**src/rtl/serial_link_framer.sv**
```systemverilog
module serial_link_framer #(
  parameter int SYNC_CYCLES = 125000
) (
  input  logic        clk,
  input  logic        rst_n,
  input  logic        wide,
  input  logic        wr_en,
  input  logic        wr_ctrl,
  input  logic        wr_test,
  input  logic [31:0] wr_data,
  output logic        full,
  output logic        overrun,
  output logic        fill,
  output logic [19:0] frame,
  output logic        frame_valid,
  output logic        frame_ctrl,
  output logic        frame_flag
);
  localparam int CW = $clog2(SYNC_CYCLES + 2);
  localparam logic [CW-1:0] SYNC_END = CW'(SYNC_CYCLES);

  logic [CW-1:0] sync_cnt;
  logic          pend;
  logic [15:0]   hold;
  logic          accept;

  function automatic logic [19:0] data_frame(input logic [15:0] d);
    return {~^d[15:12], ~^d[11:8], ~^d[7:4], ~^d[3:0], d};
  endfunction

  assign fill   = (sync_cnt != SYNC_END);
  assign full   = fill | pend;
  assign accept = wr_en & ~full;

  always_ff @(posedge clk) begin
    if (!rst_n) begin
      sync_cnt    <= '0;
      pend        <= 1'b0;
      hold        <= '0;
      overrun     <= 1'b0;
      frame       <= '0;
      frame_valid <= 1'b0;
      frame_ctrl  <= 1'b0;
      frame_flag  <= 1'b0;
    end else begin
      if (fill) sync_cnt <= sync_cnt + 1'b1;
      if (wr_en && full) overrun <= 1'b1;
      frame       <= '0;
      frame_valid <= 1'b0;
      frame_ctrl  <= 1'b0;
      frame_flag  <= 1'b0;
      if (pend) begin
        frame       <= data_frame(hold);
        frame_valid <= 1'b1;
        pend        <= 1'b0;
      end else if (accept) begin
        frame_valid <= 1'b1;
        if (wr_ctrl) begin
          frame      <= {2'b00, ~wr_test, ~^wr_data[15:4], wr_data[15:4], 4'h0};
          frame_ctrl <= 1'b1;
        end else if (wide) begin
          frame      <= data_frame(wr_data[31:16]);
          frame_flag <= 1'b1;
          pend       <= 1'b1;
          hold       <= wr_data[15:0];
        end else begin
          frame      <= data_frame(wr_data[15:0]);
        end
      end
    end
  end

  a_r1_nibble_parity: assert property (@(posedge clk) disable iff (!rst_n)
    (frame_valid && !frame_ctrl) |->
      (^{frame[16], frame[3:0]}) && (^{frame[17], frame[7:4]}) &&
      (^{frame[18], frame[11:8]}) && (^{frame[19], frame[15:12]}));

  a_r2_lower_follows: assert property (@(posedge clk) disable iff (!rst_n)
    (frame_valid && frame_flag) |=> (frame_valid && !frame_flag && !frame_ctrl));

  a_r3_ctrl_parity: assert property (@(posedge clk) disable iff (!rst_n)
    (frame_valid && frame_ctrl) |-> (^frame[16:0]));

  a_r4_ctrl_zero: assert property (@(posedge clk) disable iff (!rst_n)
    (frame_valid && frame_ctrl) |-> (frame[3:0] == 4'h0 && frame[19:18] == 2'b00 && !frame_flag));

  a_r5_no_data_in_fill: assert property (@(posedge clk) disable iff (!rst_n)
    fill |-> !frame_valid);

  a_r6_narrow_stays_open: assert property (@(posedge clk) disable iff (!rst_n)
    (!full && wr_en && !wide) |=> !full);

  a_r7_overrun_set: assert property (@(posedge clk) disable iff (!rst_n)
    (wr_en && full) |=> overrun);

  a_r7_overrun_sticky: assert property (@(posedge clk) disable iff (!rst_n)
    overrun |=> overrun);
endmodule

```
**config.mk**
```make
export PLATFORM = sky130hd
export DESIGN_NAME = serial_link_framer
export DESIGN_NICKNAME = d
export VERILOG_FILES = /design/src/rtl/serial_link_framer.sv
export SDC_FILE = /design/constraint.sdc
export NUM_CORES = 1
export LEC_CHECK = 0
export ABC_AREA = 1
export BUFFER_PORTS_ARGS = -buffer_cell sky130_fd_sc_hd__buf_4
export CAP_MARGIN = 20
export CORE_AREA = 2 2 87 89
export CTS_CLUSTER_DIAMETER = 100
export DETAILED_ROUTE_END_ITERATION = 10
export DIE_AREA = 0 0 89 91
export PLACE_DENSITY_LB_ADDON = 0.1
export SLEW_MARGIN = 20
export SYNTH_ARGS = -nofsm -noshare
export SYNTH_HDL_FRONTEND = slang
export SYNTH_SLANG_ARGS = --single-unit
```
**constraint.sdc**
```tcl
create_clock -name clk -period 1.9 [get_ports clk]
set_input_delay 0.095 -clock clk [delete_from_list [all_inputs] [get_ports clk]]
set_output_delay 0.095 -clock clk [all_outputs]
set_load 0.1 [all_outputs]
```
== Word-level counts from Yosys, hierarchy flattened ==
Cells that the tools add are included.

* Reductions and logical operators: 17
* Eq/ne operators: 1
* $add $sub $neg: 1
* Bitwise logic cells: 8
* Muxes and demuxes: 8

{| class="wikitable"
|+ Operators by type and width
! cell !! count
|-
| 20-bit two-way mux || 4
|-
| 4-bit XNOR reduction || 12
|-
| 17-bit by 1-bit adder with 17-bit output, second input constant || 1
|-
| 17-bit != test, second input constant || 1
|-
| 12-bit XNOR reduction || 1
|-
| 1-bit inverter || 6
|-
| 1-bit two-way mux || 4
|-
| 4-bit AND reduction || 1
|-
| 4-bit OR reduction || 1
|-
| 3-bit OR reduction || 1
|-
| 1-bit AND || 1
|-
| 1-bit logical AND || 1
|-
| 1-bit bitwise OR || 1
|}

* Logic and storage cells: 42
* Bits in registers: 57
* Input bits: 38
* Output and inout bits: 26

== Logic depth before layout (Yosys ltp) ==
* Depth after elaboration: 6
* Depth in mapped cells: 12
* Gate-level depth less buffers: 12

== Worst setup path before layout ==
OpenSTA, ideal clock, no wires.

* Path type: reg-to-reg
* Start: register pend
* End: register overrun
* Arrival time: 2214 ps
* Path slack: -382 ps
* Path buffers: 0
* Stages on the path, launching flop included: 5
* Data required time: 1832 ps
* Cells stage by stage: dfxtp_1 -> inv_1 -> nand3_1 -> a21oi_1 -> nor2_1

* Longest elaborated chain between the ends: 2

{| class="wikitable"
|+ Ends and longest elaborated chain
! element !! RTL line !! text
|-
| start, declared || 23 || <nowiki>logic pend;</nowiki>
|-
| start signal, assigned || 38 || <nowiki>pend <= 1'b0;</nowiki>
|-
| start signal, assigned || 55 || <nowiki>pend <= 1'b0;</nowiki>
|-
| start signal, assigned || 64 || <nowiki>pend <= 1'b1;</nowiki>
|-
| 1-bit bitwise OR || 32 || <nowiki>assign full = fill | pend;</nowiki>
|-
| net full || 11 || <nowiki>output logic full,</nowiki>
|-
| 1-bit logical AND || 47 || <nowiki>if (wr_en && full) overrun <= 1'b1;</nowiki>
|-
| end signal, assigned || 40 || <nowiki>overrun <= 1'b0;</nowiki>
|-
| end signal, assigned || 47 ||
|-
| end, declared || 12 || <nowiki>output logic overrun,</nowiki>
|}

The timed path passes the listed nets, and every way through them passes these cells.
A chain may end at the register's enable or synchronous reset.

== Final worst setup path ==
* Start: register sync_cnt[6]
* End: output port full

* Longest elaborated chain between the ends: 2

{| class="wikitable"
|+ Ends and longest elaborated chain
! element !! RTL line !! text
|-
| start, declared || 22 || <nowiki>logic [CW-1:0] sync_cnt;</nowiki>
|-
| start signal, assigned || 46 || <nowiki>if (fill) sync_cnt <= sync_cnt + 1'b1;</nowiki>
|-
| 17-bit != test || 31 || <nowiki>assign fill = (sync_cnt != SYNC_END);</nowiki>
|-
| 1-bit bitwise OR || 32 ||
|-
| end, declared || 11 ||
|}

No other way between the ends.

==> flow_summary.ini <==
[outcome]
outcome = completed

[final_layout]
drive_gt1_frac = 0.196
final_cell_mix = 119 x nand2_1, 74 x buf_4, 58 x nor2_1, 56 x dfxtp_1, 40 x a21oi_1
final_nets = 544
fin_cells = 608
fill_cells = 749
area_delta_synth_final_pct = 29.2
layout_commonest_cell = nand2_1
multiInputGateArea_um2 = 1550
seq_area_um2 = 1140
antenna_cells = 0

[worst_setup_path]
cp-end-kind = output port
crit_type = reg -> out
worstPathMaxFanout = 6
crit_start = sync_cnt[6]
worstPathRequired_ps = 1800
cp.arrival_ps = 1660
worstSetupStartpointType = register
r2r-start = sync_cnt[0]

[cts]
htreeDepth = 3
cts.path.max_buffers = 2
cts_buffers = 9
cts_tree = yes
clock_latency_ps = 330
path_clk_slew_ps = 60
cts_root_buf = clkbuf_8
cts_num_sinks = 57

[floorplan]
core_area_um2 = 7140
dieArea_um2 = 8100
io_pins = 64
start_util = 0.405
die_y_um = 91
die_x_um = 89
fp-row-count = 31

[route]
via_count = 2865
drc = 0
postRouteAntennaNets = 0
viasPerCell = 4.71
routed_wirelength_um = 7260
drt_iter0_markers = 89
wl_per_cell_um = 11.9
firstDrtPassIters = 4

[synth]
synth_area_per_cell_um2 = 6.70
netlist_area_um2 = 2890
synth_seq_area_share = 0.395
synth_top_area_cell = dfxtp_1
yosysWarnings = 0
synth_top_area_share = 0.395
ys_async_sr_fraction = 0
synth_ff_type = dfxtp_1
synth_edf_count = 0
ys_top_cells_by_area = dfxtp_1 40%, nand2_1 15%, nor2_1 7.7%
synth_nets = 471
synth_seq_cells = 57
netlist_instances = 431
synth_cell_type_count = 26

[hold_path]
min_path_type = in -> reg
min_from = wr_en

[timing]
finalSetupTns_ps = 0
rsz0062_at_grt = no
fin_crit_sh = 0.925
timing.hold.ws_ps = 25.1
fin_crit_ps = 1760
slew_headroom = 0.653
max_freq_mhz = 569
max_slew.worst_pin.slew_ps = 520
maxSlewViolCount = 0
setup_viol = 0
fin_skew_ps = 9.41
hold_viol_final = 0

[pwr]
p_leak_nw = 1.64
power_density_nw_per_um2 = 723
irDropWorstVdd_mv = 0.299

[global_routing]
grt_max_degree = 31
track_usage = 0.188
grt_pass1_wl_um = 12100
grt.overflow.total = 0
grt_pass1_vias = 2633
antenna_found_initial = 0

[flow_run]
cap_violations = 0

[placed_design]
dp_cells = 591
io_buffer_count = 63
dp_hpwl_um = 5280
place.gp.congestion = 0.834
[worst paths after layout]
| kind | end | slack (ps) | cells past startpoint |
|---|---|---|---|
| setup / recovery | full | 140 | 7 |
| hold / removal | overrun | 30 | 3 |
| setup reg to reg | hold[0] | 160 | 10 |
| hold reg to reg | overrun | 480 | 2 |
[stage by stage]
step / instance area (um2) / power, mW / utilization / setup slack (ps)
after floorplan: 2890 / 1.40 / - / 165
after global placement: 3510 / 1.53 / 0.492 / 224
after detailed placement: 3510 / 1.53 / 0.492 / 152
after CTS: 3720 / 2.72 / 0.521 / 111
after global routing: 3730 / 2.82 / 0.523 / 1.46
final: 3730 / 2.70 / 0.523 / 142
[critical path, stage by stage (launching register included)]
cell	delay (ps)
dfxtp_1	420
nand2_1	80
nor3_1	150
nand2_1	80
nor2_1	150
buf_4	140
nand3_2	60
buf_4	250
[registers in the layout (all words and copies together), names as in the netlist]
| signal | flops |
|---|---|
| frame | 20 |
| frame_ctrl | 1 |
| frame_valid | 1 |
| hold | 16 |
| overrun | 1 |
| pend | 1 |
| sync_cnt | 17 |
[report_power, final]
| part | switching (mW) | total, mW | leakage, nW | internal (mW) |
|---|---|---|---|---|
| clock | 0.484 | 1.20 | 0.107 | 0.713 |
| sequential | 0.00604 | 1.21 | 0.460 | 1.20 |
| combinational | 0.167 | 0.294 | 1.07 | 0.128 |
[final cells by class]
cell class / instances / share of cell area
Clock buffer: 14 / 0.0463
Clock inverter: 2 / 0.00939
Inverter: 40 / 0.0406
Multi-Input combinational cell: 322 / 0.415
Sequential cell: 57 / 0.306
Tap cell: 99 / 0.0332
Timing Repair Buffer: 74 / 0.149
[synth_stat cells (2+ instances only)]
master and n:
nand2_1 119, nor2_1 59, dfxtp_1 57, a21oi_1 40, inv_1 36, o21ai_0 31
nand3_1 14, xnor2_1 14, xor2_1 13, o21ai_1 10, nor3_1 7, clkbuf_1 6
nand4_1 5, buf_2 4, a211oi_1 2, ha_1 2, inv_2 2, nor2_2 2
[cell families (layout without fill, tap and decap cells)]
family / after synthesis / after routing / share of synthesized area
AND/OR/NAND/NOR: 210 / 210 / 0.296
AO/OA/AOI/OAI: 83 / 83 / 0.146
XOR/XNOR: 27 / 27 / 0.0819
buffers and inverters: 52 / 130 / 0.0724
adder cells (fa/ha/maj): 2 / 2 / 0.00866
flip-flops: 57 / 57 / 0.395
[per-layer routing]
| layer | track usage | share of wire | up-vias |
|---|---|---|---|
| met4 | 0.0684 | 0.010 | 0 |
| met1 | 0.254 | 0.47 | 1290 |
| met3 | 0.0282 | 0.036 | 7 |
| met2 | 0.302 | 0.48 | 50 |
| li1 | - | - | 1518 |
| met5 | 0 | 0 | - |
[what timing repair did]
item                                    4_1_cts  5_1_grt
endpoints found under the setup margin        0       12
resized for setup                             0        2
hold buffers                                  0        0
setup buffers                                 0        1
No activity file was read; power rests on OpenSTA's default activity.
